[config.mk]
export PLATFORM = sky130hd
export DESIGN_NAME = lane_stripe_tx
export DESIGN_NICKNAME = d
export VERILOG_FILES = /design/src/rtl/lane_stripe_pkg.sv /design/src/rtl/stripe_rr_ptr.sv /design/src/rtl/stripe_mark_timer.sv /design/src/rtl/stripe_lane_regs.sv /design/src/rtl/lane_stripe_tx.sv
export SDC_FILE = /design/constraint.sdc
export NUM_CORES = 2
export LEC_CHECK = 0
export BUFFER_PORTS_ARGS = -buffer_cell sky130_fd_sc_hd__buf_2
export CAP_MARGIN = 20
export CORE_AREA = 3 3 543 545
export DETAILED_ROUTE_END_ITERATION = 12
export DIE_AREA = 0 0 546 548
export GPL_ROUTABILITY_DRIVEN = 0
export GPL_TIMING_DRIVEN = 0
export REMOVE_ABC_BUFFERS = 1
export SLEW_MARGIN = 20
export SYNTH_ARGS = -nofsm -noshare
export SYNTH_HDL_FRONTEND = slang
export SYNTH_SLANG_ARGS = --single-unit
export TNS_END_PERCENT = 5
[constraint.sdc]
create_clock -name clk -period 3 [get_ports clk]
set_input_delay 0.15 -clock clk [delete_from_list [all_inputs] [get_ports clk]]
set_output_delay 0.15 -clock clk [all_outputs]
set_load 0.02 [all_outputs]
[src/rtl/lane_stripe_pkg.sv]
package lane_stripe_pkg;

    localparam int BLK_W = 66;

    typedef logic [BLK_W-1:0] blk_t;

    typedef enum logic {
        PH_MARK = 1'b0,
        PH_DATA = 1'b1
    } phase_t;

    localparam logic [1:0] SYNC_CTRL = 2'b10;
    localparam logic [7:0] MARK_TYPE = 8'hA5;

    // Lane marker: control sync, fixed type, lane id and its complement.
    function automatic blk_t make_marker(input logic [7:0] id);
        return {SYNC_CTRL, 40'h0, ~id, id, MARK_TYPE};
    endfunction

    function automatic int ptr_width(input int n);
        return (n > 1) ? $clog2(n) : 1;
    endfunction

endpackage

[src/rtl/stripe_rr_ptr.sv]
module stripe_rr_ptr
    import lane_stripe_pkg::*;
#(
    parameter int LANES = 20,
    localparam int PW = ptr_width(LANES)
) (
    input  logic          clk,
    input  logic          rst,
    input  logic          adv_i,
    input  logic          clear_i,
    output logic [PW-1:0] ptr_o
);

    localparam logic [PW-1:0] LAST = PW'(LANES - 1);

    logic [PW-1:0] ptr_q;

    always_ff @(posedge clk) begin
        if (rst) begin
            ptr_q <= '0;
        end else if (clear_i) begin
            ptr_q <= '0;
        end else if (adv_i) begin
            ptr_q <= (ptr_q == LAST) ? '0 : ptr_q + 1'b1;
        end
    end

    assign ptr_o = ptr_q;

    AST_PTR_RANGE: assert property (@(posedge clk) disable iff (rst)
        ptr_q <= LAST);
    AST_PTR_HOLD: assert property (@(posedge clk) disable iff (rst)
        (!adv_i && !clear_i) |=> $stable(ptr_q));

endmodule

[src/rtl/stripe_mark_timer.sv]
module stripe_mark_timer
    import lane_stripe_pkg::*;
#(
    parameter int LANES  = 20,
    parameter int PERIOD = 16384,
    localparam int TOTAL = LANES * PERIOD,
    localparam int BW    = ptr_width(TOTAL),
    localparam int MW    = ptr_width(LANES)
) (
    input  logic clk,
    input  logic rst,
    input  logic accept_i,
    output logic data_phase_o,
    output logic mark_fire_o,
    output logic drop_o
);

    localparam logic [BW-1:0] BLK_LAST  = BW'(TOTAL - 1);
    localparam logic [MW-1:0] MARK_LAST = MW'(LANES - 1);

    phase_t        phase_q;
    logic [BW-1:0] bcnt_q;
    logic [MW-1:0] mcnt_q;

    always_ff @(posedge clk) begin
        if (rst) begin
            phase_q <= PH_MARK;
            bcnt_q  <= '0;
            mcnt_q  <= '0;
        end else begin
            case (phase_q)
                PH_MARK: begin
                    if (mcnt_q == MARK_LAST) begin
                        phase_q <= PH_DATA;
                        mcnt_q  <= '0;
                    end else begin
                        mcnt_q <= mcnt_q + 1'b1;
                    end
                    bcnt_q <= '0;
                end
                default: begin
                    if (accept_i) begin
                        if (bcnt_q == BLK_LAST) begin
                            phase_q <= PH_MARK;
                            bcnt_q  <= '0;
                        end else begin
                            bcnt_q <= bcnt_q + 1'b1;
                        end
                    end
                end
            endcase
        end
    end

    assign data_phase_o = (phase_q == PH_DATA);
    assign mark_fire_o  = (phase_q == PH_MARK) && (mcnt_q == '0);
    assign drop_o       = (phase_q == PH_MARK);

    AST_BCNT_RANGE: assert property (@(posedge clk) disable iff (rst)
        bcnt_q <= BLK_LAST);
    AST_NO_ACCEPT_IN_MARK: assert property (@(posedge clk) disable iff (rst)
        (phase_q == PH_MARK) |-> !accept_i);
    AST_MCNT_RANGE: assert property (@(posedge clk) disable iff (rst)
        mcnt_q <= MARK_LAST);

endmodule

[src/rtl/stripe_lane_regs.sv]
module stripe_lane_regs
    import lane_stripe_pkg::*;
#(
    parameter int LANES = 20,
    localparam int PW = ptr_width(LANES)
) (
    input  logic                   clk,
    input  logic                   rst,
    input  logic                   mark_fire_i,
    input  logic                   accept_i,
    input  logic [PW-1:0]          ptr_i,
    input  blk_t                   blk_i,
    output logic [LANES*BLK_W-1:0] data_o,
    output logic [LANES-1:0]       valid_o
);

    for (genvar i = 0; i < LANES; i++) begin : g_lane
        blk_t word_q;
        logic vld_q;
        logic hit;

        assign hit = accept_i && (ptr_i == PW'(i));

        always_ff @(posedge clk) begin
            if (rst) begin
                word_q <= '0;
                vld_q  <= 1'b0;
            end else if (mark_fire_i) begin
                word_q <= make_marker(8'(i));
                vld_q  <= 1'b1;
            end else if (hit) begin
                word_q <= blk_i;
                vld_q  <= 1'b1;
            end else begin
                vld_q  <= 1'b0;
            end
        end

        assign data_o[i*BLK_W +: BLK_W] = word_q;
        assign valid_o[i] = vld_q;
    end

endmodule

[src/rtl/lane_stripe_tx.sv]
module lane_stripe_tx
    import lane_stripe_pkg::*;
#(
    parameter int LANES  = 20,
    parameter int PERIOD = 16384,
    localparam int PW = ptr_width(LANES)
) (
    input  logic                   clk,
    input  logic                   rst,
    input  logic                   in_valid,
    input  logic [BLK_W-1:0]       in_data,
    output logic                   in_ready,
    output logic [LANES*BLK_W-1:0] lane_data,
    output logic [LANES-1:0]       lane_valid,
    output logic                   idle_drop
);

    logic          data_phase;
    logic          mark_fire;
    logic          accept;
    logic [PW-1:0] ptr;

    assign accept   = in_valid && data_phase;
    assign in_ready = data_phase;

    stripe_mark_timer #(.LANES(LANES), .PERIOD(PERIOD)) u_timer (
        .clk          (clk),
        .rst          (rst),
        .accept_i     (accept),
        .data_phase_o (data_phase),
        .mark_fire_o  (mark_fire),
        .drop_o       (idle_drop)
    );

    stripe_rr_ptr #(.LANES(LANES)) u_ptr (
        .clk     (clk),
        .rst     (rst),
        .adv_i   (accept),
        .clear_i (mark_fire),
        .ptr_o   (ptr)
    );

    stripe_lane_regs #(.LANES(LANES)) u_lanes (
        .clk         (clk),
        .rst         (rst),
        .mark_fire_i (mark_fire),
        .accept_i    (accept),
        .ptr_i       (ptr),
        .blk_i       (in_data),
        .data_o      (lane_data),
        .valid_o     (lane_valid)
    );

    AST_ONE_LANE_PER_BLOCK: assert property (@(posedge clk) disable iff (rst)
        (in_valid && in_ready) |=> ($countones(lane_valid) == 1));
    AST_MARK_AFTER_FALL: assert property (@(posedge clk) disable iff (rst)
        $fell(in_ready) |=> (&lane_valid));
    AST_QUIET_LANES: assert property (@(posedge clk) disable iff (rst)
        (!accept && !mark_fire) |=> (lane_valid == '0));
    AST_DROP_STALL: assert property (@(posedge clk) disable iff (rst)
        idle_drop |-> !in_ready);

endmodule

==> flow_metrics.tcl <==
set metrics [dict create \
    worstReg2RegEnd "u_lanes.g_lane[0].word_q[11]" \
    cts.htree.levels 4 \
    cellLeakagePower_uw 0.02611 \
    ys.flop_type "dfxtp_1" \
    clock-sinks 1370 \
    syn_area_per_cell_um2 7.807 \
    endpoint_kind "register" \
    coreArea_um2 290600 \
    wire_per_inst_um 21.41 \
    ys_seq_elements 1370 \
    placed_area_um2 60870 \
    slew_headroom 0.2365 \
    grt_pass1_vias 45900 \
    synth_common_cells "2664 x nand2_1, 1370 x dfxtp_1, 1090 x a21oi_1" \
    tightest_slew_ns 1.140 \
    synth.area.top_cells "dfxtp_1 57%, nand2_1 21%, a21oi_1 11%" \
    vias 48810 \
    finalHoldViolations 0 \
    ant_nets 0 \
    post-route-period-util 0.9876 \
    grtUsageTotal 0.1528 \
    die_w_um 546 \
    reg2reg_from "u_ptr.ptr_o[0]" \
    routed_wl_um 243600 \
    final.setup.tns_ns 0 \
    placementRows 198 \
    syn-cell-area_um2 48180 \
    status "completed" \
    drv_slew 0 \
    crit_path_start_kind "register" \
    start_util 0.1658 \
    num_io_pins 1411 \
    clk_latency_ns 0.82 \
    clk_pin_slew_ns 0.06 \
    reg2reg_depth 13 \
    critPathLaunch "u_ptr.ptr_o[0]" \
    max_cap_violations 0 \
    fin_crit_ns 2.963 \
    cp.arrival_ns 3.69 \
    viasPerCell 4.289 \
    syn2layout_area_growth_pct 39.34 \
    yosysUniqueCellTypes 34 \
    grt_max_degree 118 \
    critical_path_class "reg -> reg" \
    final_cell_count_no_fill 11380 \
    cp-endpoint "u_lanes.g_lane[0].word_q[11]" \
    cp_max_fo 8 \
    dr.first_iter.drc_count 5372 \
    drc 0 \
    synth_edf_count 0 \
    irDropWorstVdd_uv 557.6 \
    dieHeight_um 548 \
    overflow 0 \
    finalClockSkew_ns 0.04155 \
    rrSetupSlack_ns 0.04 \
    dieArea_um2 299200 \
    setup_viol 0 \
    antenna_found_initial 14 \
    io_buffers 1410 \
    cp.required_ns 3.72 \
    root_buffer "clkbuf_16" \
    grt_pass1_wl_um 338800 \
    nets 7426 \
    clk_path_buf_depth 4 \
    power_density_nw_per_um2 631.2 \
    hpwl_um 174500 \
    synth-async-reset-ratio 0 \
    yosysWarnings 0 \
    yosysTopAreaCellShare 0.5692 \
    cts_made_buffers 158 \
    first_pass_iters 5 \
    timing.fmax_ghz 0.3375 \
    yosysMostFrequentCell "nand2_1" \
    cts_tree "yes" \
    final_layout_size_suffix_gt1_frac 0.2507 \
    fin_area_um2 67140 \
    syn_inst 6171 \
    yosysSeqAreaShare 0.5692 \
    dp.cells 11010 \
    power.total_uw 42370 \
    hold_path.class "in -> reg" \
    rsz0062_at_grt "yes" \
    yosys.area.top_type "dfxtp_1" \
]
==> placed cells by master (no fill, tap or decap), drive strengths merged, types with 8 or more instances in the layout <==
cell	synthesis	routed
a31oi	262	262
a21oi	1090	1090
dfxtp	1370	1370
nor3	13	13
clkbuf	372	227
diode	0	8
xnor2	8	8
ha	8	8
buf	252	1572
bufinv	0	13
clkinv	0	33
nand3	15	15
nand4	10	10
nand2	2664	2664
nor2	34	34
inv	8	14
dlygate4sd3	0	68
==> registers in the layout, summed over array words and instances, names as in the netlist <==
register               count
u_lanes.g_lane.word_q   1320
u_timer.data_phase_o       1
u_timer.bcnt_q            19
u_ptr.ptr_o                5
u_timer.mcnt_q             5
u_lanes.g_lane.vld_q      20
==> cell type report <==
class,count,area [um^2]
flip-flops and latches,1370,27430
clock inverters,56,819.5
diodes,8,20.02
multi-input cells,4171,18460
repair buffers,1640,10910
clock buffers,227,4584
fillers,31810,223500
well taps,3900,4880
inverters,8,30.03
==> metal layers <==
layer / wire [um] / up-vias / global-route usage / part of all wire
met5: 0 / - / 0 / 0
met4: 14390 / 0 / 0.08482 / 0.059
met3: 27430 / 634 / 0.04892 / 0.11
met2: 108400 / 2959 / 0.2431 / 0.44
met1: 93410 / 22950 / 0.1819 / 0.38
li1: - / 22270 / - / -
==> critical path, stage by stage (launching register included) <==
cell and delay [ns]:
dfxtp_1 0.36, inv_1 0.10, ha_2 0.25, nand4b_1 0.24, nor3_4 0.24, buf_6 0.19
buf_4 0.19, buf_6 0.18, buf_4 0.22, buf_4 0.21, buf_4 0.22, buf_6 0.19
nand2_1 0.07, a21oi_1 0.16
==> cells by family (layout without fill, tap and decap cells) <==
logic type,Yosys count,count (layout),share of synthesized area
multiplexers,5,5,0.001039
adder cells (fa/ha/maj),8,8,0.002078
AND/OR/NAND/NOR,2780,2782,0.2209
buffers and inverters,632,1931,0.05573
other,0,8,0
AO/OA/AOI/OAI,1363,1363,0.1486
flip-flops,1370,1370,0.5692
XOR/XNOR,13,13,0.002363
==> power breakdown <==
part	leakage (uW)	internal, uW	switching, uW
logic	0.0123	856	2440
registers	0.0111	18700	225
clock network	0.00265	11900	8340
==> metrics by stage <==
stage               worst slack [ns]    util  hold WS [ns]
floorplan                     -27.62       -        0.2191
global placement              -71.47  0.1977        0.4322
global route                -0.03039  0.2310        0.3065
finish                       0.03725  0.2310        0.3574
detailed placement           -0.9358  0.2095        0.4430
CTS                         0.008104  0.2309        0.2605
==> worst min path at each step <==
stage                                              from                             to  slack [ns]  cells after the start
after floorplan                                     rst        u_lanes.g_lane[0].vld_q        0.22                      1
after global placement    u_lanes.g_lane[10].word_q[39]  u_lanes.g_lane[10].word_q[39]        0.43                      2
after detailed placement    u_lanes.g_lane[2].word_q[3]    u_lanes.g_lane[2].word_q[3]        0.44                      2
after CTS                                    in_data[6]    u_lanes.g_lane[2].word_q[6]        0.26                      4
after global routing                         in_data[6]    u_lanes.g_lane[5].word_q[6]        0.31                      4
final                                        in_data[6]    u_lanes.g_lane[2].word_q[6]        0.36                      4
==> what timing repair did <==
item	4_1_cts	5_1_grt
endpoints found under the hold margin	1325	0
setup endpoints to repair	725	30
hold buffers	68	0
resized for setup	9	5
cloned	2	0
pin swaps	3	1
setup buffers	10	1
(Power assumes the default switching activity.)
